===== src/rtl/tdmx_pkg.sv =====
package tdmx_pkg;

  // Advance a counter that wraps after reaching last.
  function automatic int step_wrap(int cur, int last);
    return (cur >= last) ? 0 : cur + 1;
  endfunction

  // Resolve the programmable active level of the frame pulse.
  function automatic logic pulse_active(logic raw, logic active_low);
    return raw ^ active_low;
  endfunction

  // Pick one of the two redundant serial pins.
  function automatic logic pick_pin(logic pin_a, logic pin_b, logic use_b);
    return use_b ? pin_b : pin_a;
  endfunction

endpackage


===== src/rtl/tdmx_bit_timer.sv =====
module tdmx_bit_timer (
  input  logic clk,
  input  logic rst_n,
  input  logic double_rate,
  input  logic frame_hit,
  output logic sample_en
);
  // phase = 1 marks the second clock of a bit pair in double-rate mode
  logic phase_q;

  always_ff @(posedge clk) begin
    if (!rst_n) begin
      phase_q <= 1'b0;
    end else if (frame_hit) begin
      phase_q <= 1'b0;
    end else if (double_rate) begin
      phase_q <= ~phase_q;
    end else begin
      phase_q <= 1'b0;
    end
  end

  assign sample_en = !double_rate || phase_q;
endmodule


===== src/rtl/tdmx_pos_counter.sv =====
module tdmx_pos_counter #(
  parameter int N_LINKS = 4,
  parameter int N_SLOTS = 32,
  parameter int BYTE_W  = 8,
  parameter int LINK_W  = $clog2(N_LINKS),
  parameter int SLOT_W  = $clog2(N_SLOTS),
  parameter int BIT_W   = $clog2(BYTE_W)
) (
  input  logic              clk,
  input  logic              rst_n,
  input  logic              frame_hit,
  input  logic              sample_en,
  output logic [LINK_W-1:0] link_cur,
  output logic [SLOT_W-1:0] slot_cur,
  output logic              byte_done
);
  import tdmx_pkg::*;

  logic [BIT_W-1:0] bit_q;
  logic             last_bit;
  logic             last_link;
  logic             advance;

  assign advance   = sample_en && !frame_hit;
  assign last_bit  = (int'(bit_q) == BYTE_W - 1);
  assign last_link = (int'(link_cur) == N_LINKS - 1);
  assign byte_done = advance && last_bit;

  always_ff @(posedge clk) begin
    if (!rst_n || frame_hit) begin
      bit_q    <= '0;
      link_cur <= '0;
      slot_cur <= '0;
    end else if (advance) begin
      bit_q <= BIT_W'(step_wrap(int'(bit_q), BYTE_W - 1));
      if (last_bit) begin
        link_cur <= LINK_W'(step_wrap(int'(link_cur), N_LINKS - 1));
        if (last_link) begin
          slot_cur <= SLOT_W'(step_wrap(int'(slot_cur), N_SLOTS - 1));
        end
      end
    end
  end
endmodule


===== src/rtl/tdmx_shifter.sv =====
module tdmx_shifter #(
  parameter int BYTE_W = 8,
  parameter int LINK_W = 2,
  parameter int SLOT_W = 5
) (
  input  logic              clk,
  input  logic              rst_n,
  input  logic              frame_hit,
  input  logic              sample_en,
  input  logic              din,
  input  logic              byte_done,
  input  logic [LINK_W-1:0] link_cur,
  input  logic [SLOT_W-1:0] slot_cur,
  output logic              byte_valid,
  output logic [LINK_W-1:0] link_idx,
  output logic [SLOT_W-1:0] slot_idx,
  output logic [BYTE_W-1:0] byte_data
);
  // Holds the first BYTE_W-1 bits of the byte being assembled.
  logic [BYTE_W-2:0] shreg_q;

  always_ff @(posedge clk) begin
    if (!rst_n) begin
      shreg_q    <= '0;
      byte_valid <= 1'b0;
      link_idx   <= '0;
      slot_idx   <= '0;
      byte_data  <= '0;
    end else if (frame_hit) begin
      shreg_q    <= '0;
      byte_valid <= 1'b0;
    end else if (sample_en) begin
      shreg_q    <= {shreg_q[BYTE_W-3:0], din};
      byte_valid <= byte_done;
      if (byte_done) begin
        byte_data <= {shreg_q, din};
        link_idx  <= link_cur;
        slot_idx  <= slot_cur;
      end
    end else begin
      byte_valid <= 1'b0;
    end
  end
endmodule


===== src/rtl/tdm4_byte_demux.sv =====
module tdm4_byte_demux #(
  parameter int N_LINKS = 4,
  parameter int N_SLOTS = 32,
  parameter int BYTE_W  = 8,
  parameter int LINK_W  = $clog2(N_LINKS),
  parameter int SLOT_W  = $clog2(N_SLOTS)
) (
  input  logic              clk,
  input  logic              rst_n,
  input  logic              data_a,
  input  logic              data_b,
  input  logic              sel_b,
  input  logic              fp_in,
  input  logic              fp_active_low,
  input  logic              double_rate,
  output logic              byte_valid,
  output logic [LINK_W-1:0] link_idx,
  output logic [SLOT_W-1:0] slot_idx,
  output logic [BYTE_W-1:0] byte_data
);
  import tdmx_pkg::*;

  // Named internal events, also observed by the checker
  logic              frame_hit;
  logic              sample_en;
  logic              byte_done;
  logic              din_sel;
  logic [LINK_W-1:0] link_cur;
  logic [SLOT_W-1:0] slot_cur;

  assign frame_hit = pulse_active(fp_in, fp_active_low);
  assign din_sel   = pick_pin(data_a, data_b, sel_b);

  tdmx_bit_timer u_timer (
    .clk         (clk),
    .rst_n       (rst_n),
    .double_rate (double_rate),
    .frame_hit   (frame_hit),
    .sample_en   (sample_en)
  );

  tdmx_pos_counter #(
    .N_LINKS (N_LINKS),
    .N_SLOTS (N_SLOTS),
    .BYTE_W  (BYTE_W),
    .LINK_W  (LINK_W),
    .SLOT_W  (SLOT_W)
  ) u_pos (
    .clk       (clk),
    .rst_n     (rst_n),
    .frame_hit (frame_hit),
    .sample_en (sample_en),
    .link_cur  (link_cur),
    .slot_cur  (slot_cur),
    .byte_done (byte_done)
  );

  tdmx_shifter #(
    .BYTE_W (BYTE_W),
    .LINK_W (LINK_W),
    .SLOT_W (SLOT_W)
  ) u_shift (
    .clk        (clk),
    .rst_n      (rst_n),
    .frame_hit  (frame_hit),
    .sample_en  (sample_en),
    .din        (din_sel),
    .byte_done  (byte_done),
    .link_cur   (link_cur),
    .slot_cur   (slot_cur),
    .byte_valid (byte_valid),
    .link_idx   (link_idx),
    .slot_idx   (slot_idx),
    .byte_data  (byte_data)
  );
endmodule


===== config.mk =====
export PLATFORM = sky130hd
export DESIGN_NAME = tdm4_byte_demux
export DESIGN_NICKNAME = d
export VERILOG_FILES = /design/src/rtl/tdmx_pkg.sv /design/src/rtl/tdmx_bit_timer.sv /design/src/rtl/tdmx_pos_counter.sv /design/src/rtl/tdmx_shifter.sv /design/src/rtl/tdm4_byte_demux.sv
export SDC_FILE = /design/constraint.sdc
export NUM_CORES = 1
export LEC_CHECK = 0
export BUFFER_PORTS_ARGS = -buffer_cell sky130_fd_sc_hd__buf_2
export CORE_MARGIN = 2
export CORE_UTILIZATION = 40
export CTS_BUF_LIST = sky130_fd_sc_hd__clkbuf_4 sky130_fd_sc_hd__clkbuf_8
export CTS_CLUSTER_DIAMETER = 50
export DETAILED_ROUTE_END_ITERATION = 10
export PLACE_DENSITY = 0.69
export SLEW_MARGIN = 20
export SYNTH_ARGS = -nofsm -noshare
export SYNTH_HDL_FRONTEND = slang
export SYNTH_SLANG_ARGS = --single-unit

===== constraint.sdc =====
create_clock -name clk -period 1.76 [get_ports clk]
set_input_delay 0.176 -clock clk [delete_from_list [all_inputs] [get_ports clk]]
set_output_delay 0.176 -clock clk [all_outputs]
set_load 0.05 [all_outputs]

Word-level counts from Yosys, hierarchy flattened
Cells that the tools add are included.
{ "word_totals": {"reg_bits": 34, "latchBits": 0, "mem_bits_rw": 0, "romBits": 0, "in_bits": 8, "out_inout_bits": 16, "elab_cells": 40, "memories": 0} }
{ "op_classes": {"addsub": 3, "mul": 0, "div": 0, "magnitude_cmp": 3, "eq_ne": 2, "shifts": 0, "n_mux": 4, "bitwise_logic": 6, "reduce_logical": 13} }
{ "ops": {"columns": ["op", "count"], "rows": [
  ["AND reduction 3 bit", 2],
  ["OR reduction 3 bit", 2],
  ["adder 5 x 1 -> 5 bit (second input constant)", 1],
  [">= comparator 5 bit (second input constant)", 1],
  ["two-way mux 5 bit", 1],
  ["inverter 1 bit", 5],
  ["adder 3 x 1 -> 3 bit (second input constant)", 1],
  ["== test 3 x 1 -> 1 bit (second input constant)", 1],
  [">= comparator 3 bit (second input constant)", 1],
  ["zero test 1 bit", 3],
  ["two-way mux 3 bit", 1],
  ["adder 2 x 1 -> 2 bit (second input constant)", 1],
  ["== test 2 x 1 -> 1 bit (second input constant)", 1],
  [">= comparator 2 bit (second input constant)", 1],
  ["logical AND 1 bit", 2],
  ["logical OR 1 bit", 2],
  ["two-way mux 2 bit", 1],
  ["AND reduction 2 bit", 1],
  ["OR reduction 2 bit", 1],
  ["two-way mux 1 bit", 1],
  ["XOR 1 bit", 1]
]} }

Longest topological paths before layout
{ "logic_depth": {"depth_word": 5, "depth_mapped": 6, "mapped_depth_nobuf": 6} }

Cells and area by module
Synthesis repeated with hierarchy kept, for this count alone.
{ "hier_totals": {"cells_unflattened": 155, "area_unflattened_um2": 1491.4} }
{ "modules_own_cells": {"columns": ["module", "n_inst", "cells_per_inst", "area_per_inst_um2", "seq_area_each_um2"], "rows": [
  ["tdmx_shifter", 1, 93, 899.6, 460.4],
  ["tdmx_pos_counter", 1, 57, 529.3, 200.2],
  ["tdmx_bit_timer", 1, 3, 38.8, 20.0],
  ["tdm4_byte_demux", 1, 2, 23.8, 0.0]
]} }

Least setup slack after synthesis
Ideal clock, no wire load.
{ "synth_path": {"kind": "register -> register", "from": "register u_pos.slot_cur[0]", "to": "register u_pos.slot_cur[3]", "t_arrival_ns": 1.515, "required_ns": 1.689, "slack_ns": 0.173, "stages_incl_launch_ff": 6, "n_path_buf": 0, "synth_period_minus_slack_ns": 1.587, "cell_sequence": "dfxtp_1 > ha_1 > and3_1 > ha_1 > or4b_1 > a21oi_1"} }
{ "synth_via": {"elab_chain_cells": 2} }
{ "synth_rtl": {"columns": ["element", "line", "rtl"], "rows": [
  ["start: declaration", "tdmx_pos_counter.sv:14", "output logic [SLOT_W-1:0] slot_cur,"],
  ["start signal: assignment", "tdmx_pos_counter.sv:39", "slot_cur <= SLOT_W'(step_wrap(int'(slot_cur), N_SLOTS - 1));"],
  ["adder 5 x 1 -> 5 bit / >= comparator 5 bit (equally long branches)", "tdmx_pkg.sv:5", "return (cur >= last) ? 0 : cur + 1;"],
  ["two-way mux 5 bit *", "tdmx_pkg.sv:5", null]
]} }
Mark *: on every way between the ends. The rest lies on a longest branch, timed or not.
A chain may end at the register's enable or synchronous reset.

Worst setup path after layout
Same ends and word-level chain as after synthesis.

==> reports/metrics.csv <==
metric,value,unit
DRC,0,
Cells after DPL,225,
Hold Path Class,primary input to flop,
initial antenna violation count,0,
HPWL after DPL,1990,um
Die H,62.2,um
Synth Instances,157,
clk root buf,clkbuf_4,
Layout area overhead,20.3,%
max cap viols,0,
"flops & latches, synth",34,
DR vias,1182,
CP Max Fanout,5,
Worst-Skew Late Latency,0.33,ns
WL/cell,11.9,um
maximum clock path buffer count,2,
port bufs,23,
"Top FF cell, synth",dfxtp_1,
GRT overflow,0,
sequential area share after synthesis,0.502,
crit path DAT,1.93,ns
Critical Path Source,u_pos.slot_cur[0],
syn avg cell area,8.63,um^2
Setup Crit Path Kind,flop to flop,
Post-layout nets,199,
Final setup viols,0,
Slew HR,0.583,
Rows,21,
worst slew pin tran,0.624,ns
worst r2r src,u_pos.slot_cur[0],
total wire length,2760,um
clk slew on worst S/H paths,0.09,ns
post-CTS setup buffers,0,
CTS tree,built,
Hold Startpoint,rst_n,
Pwr Density,868,nW/um^2
asr flop ratio synth,0,
first-pass GRT wire length,4730,um
post-synth top area share,0.502,
fin crit period,1.68,ns
Hold Fails Final Rpt,0,
Leak,0.000647,uW
CP Launch Type,flop,
syn nets,170,
Critical Path End Type,flop,
Post-synth EDFFs,0,
First-pass DRT Iterations,4,
Via density,5.09,
top post-synthesis cells by area,"dfxtp_1, nand2_1, a21boi_0",
status,"finished, final reports clean",
GPL Wtd Cong,0.743,
Synth Warn #,0,
RSZ-0062 raised after global routing,false,
Post-Layout Cell Count,232,
Core ar.,3280,um^2
Achievable Freq,597,MHz
Worst Skew,0.00516,ns
full die area,3870,um^2
"Req. time, crit path",2.02,ns
Final ANT Viol Nets,0,
largest net degree at the start of global routing,19,
Synth cell types,26,
Die W,62.2,um
layout cells sized above 1,0.220,
Num CTS Buffers,5,
vias in the first global route,1105,
Ports,24,
initial DRC count,32,
VDD IR-drop max,530,uV
GRT Overall Usage,0.152,
Fillers,322,
Max H-tree Level,2,
Max Transition Viols Final,0,
ANT cells,0,
Starting Density,0.413,
Tcrit/Tclk final,0.952,
cell area after synthesis,1360,um^2
post-synth top area cell,dfxtp_1,
Sink Count,34,
setup TNS,0,ns
[sequential cells by signal, summed over array words and instances, names as in the netlist]
register,flops
u_pos.slot_cur,5
u_shift.link_idx,2
u_shift.shreg_q,7
u_shift.slot_idx,5
u_pos.link_cur,2
u_shift.byte_data,8
u_timer.phase_q,1
u_shift.byte_valid,1
u_pos.bit_q,3
[stage by stage]
step | worst slack [ns] | hold WS [ns] | total power (uW) | cell area, um^2 | utilization
6_report | 0.0846 | 0.201 | 1410 | 1630 | 0.496
5_1_grt | 0.0133 | 0.207 | 1480 | 1630 | 0.496
4_1_cts | 0.0302 | 0.192 | 1430 | 1620 | 0.494
3_5_place_dp | 0.0629 | 0.444 | 853 | 1540 | 0.470
3_3_place_gp | 0.139 | 0.445 | 851 | 1540 | 0.470
2_1_floorplan | 0.173 | 0.330 | 832 | 1360 | -
[cell usage after synthesis, types with 2 or more instances]
library cell and count:
a21boi_0 14, a21oi_1 15, a31oi_1 2, and3_1 3
buf_2 3, clkbuf_1 3, dfxtp_1 34, ha_1 5
nand2_1 53, nand3_1 3, nand4_1 2, nor2_1 4
or3_1 2, or4b_1 2
[cell families (layout without fill, tap and decap cells)]
kind of cell | after synthesis | after routing | synth area share
simple gates | 75 | 75 | 0.251
flops | 34 | 34 | 0.502
fa+ha+maj | 5 | 5 | 0.0462
compound gates | 34 | 34 | 0.159
mux | 1 | 1 | 0.00739
buf+inv | 7 | 36 | 0.0222
xor+xnor | 1 | 1 | 0.0120
[timing repair]
item	4_1_cts	5_1_grt
endpoints found under the setup margin	0	4
hold buffers	0	0
gates resized for setup	0	3
[placed cells by master (no fill, tap or decap)]
cell type and n:
nand2_1 53, dfxtp_1 33, buf_2 23, a21oi_1 15, a21boi_0 14, buf_4 6
clkbuf_4 5, nor2_1 4, and3_1 3, nand3_1 3, ha_1 3, or3_1 2
a31oi_1 2, nand4_1 2, or4b_1 2, ha_2 2, xnor2_2 1, nand2b_1 1
nand4_2 1, and2_1 1, nor2b_1 1, nand4b_1 1, mux2i_1 1, o211a_1 1
nand3b_1 1, o21ai_0 1, a211oi_1 1, clkbuf_8 1, bufinv_16 1, dfxtp_2 1
[metal layers]
metal	track usage	vias to the layer above	part of all wire
met5	0	-	0
met4	0.0528	0	0.012
met3	0.0507	4	0.038
met2	0.283	23	0.53
met1	0.160	559	0.42
li1	-	596	-
[report_power, final]
part           total, uW  internal [uW]  switching [uW]
registers            777            774            3.63
clock network        579            331             249
logic               58.4           21.0            37.5
total               1410           1130             290
[critical path, cell delays in order, from the launching register on]
cell     delay [ns]
dfxtp_2        0.35
ha_1           0.21
and3_1         0.19
ha_2           0.19
or4b_1         0.51
a21oi_1        0.15
[final cells by class]
| class | count | area, um^2 | share of cell area |
|---|---|---|---|
| clock buffers | 6 | 51.3 | 0.0315 |
| clock inverters | 1 | 30.0 | 0.0184 |
| multi-input cells | 116 | 649 | 0.398 |
| flip-flops and latches | 34 | 682 | 0.418 |
| well taps | 46 | 57.6 | 0.0353 |
| repair buffers | 29 | 160 | 0.0982 |
[path summary, 6_finish.rpt]
check / endpoint / slack [ns] / cells past startpoint
setup / recovery: u_pos.slot_cur[3] / 0.08 / 5
setup reg to reg: u_pos.slot_cur[3] / 0.08 / 5
hold / removal: u_shift.byte_data[0] / 0.20 / 2
hold reg to reg: u_shift.shreg_q[6] / 0.46 / 2
(Power assumes the default switching activity.)
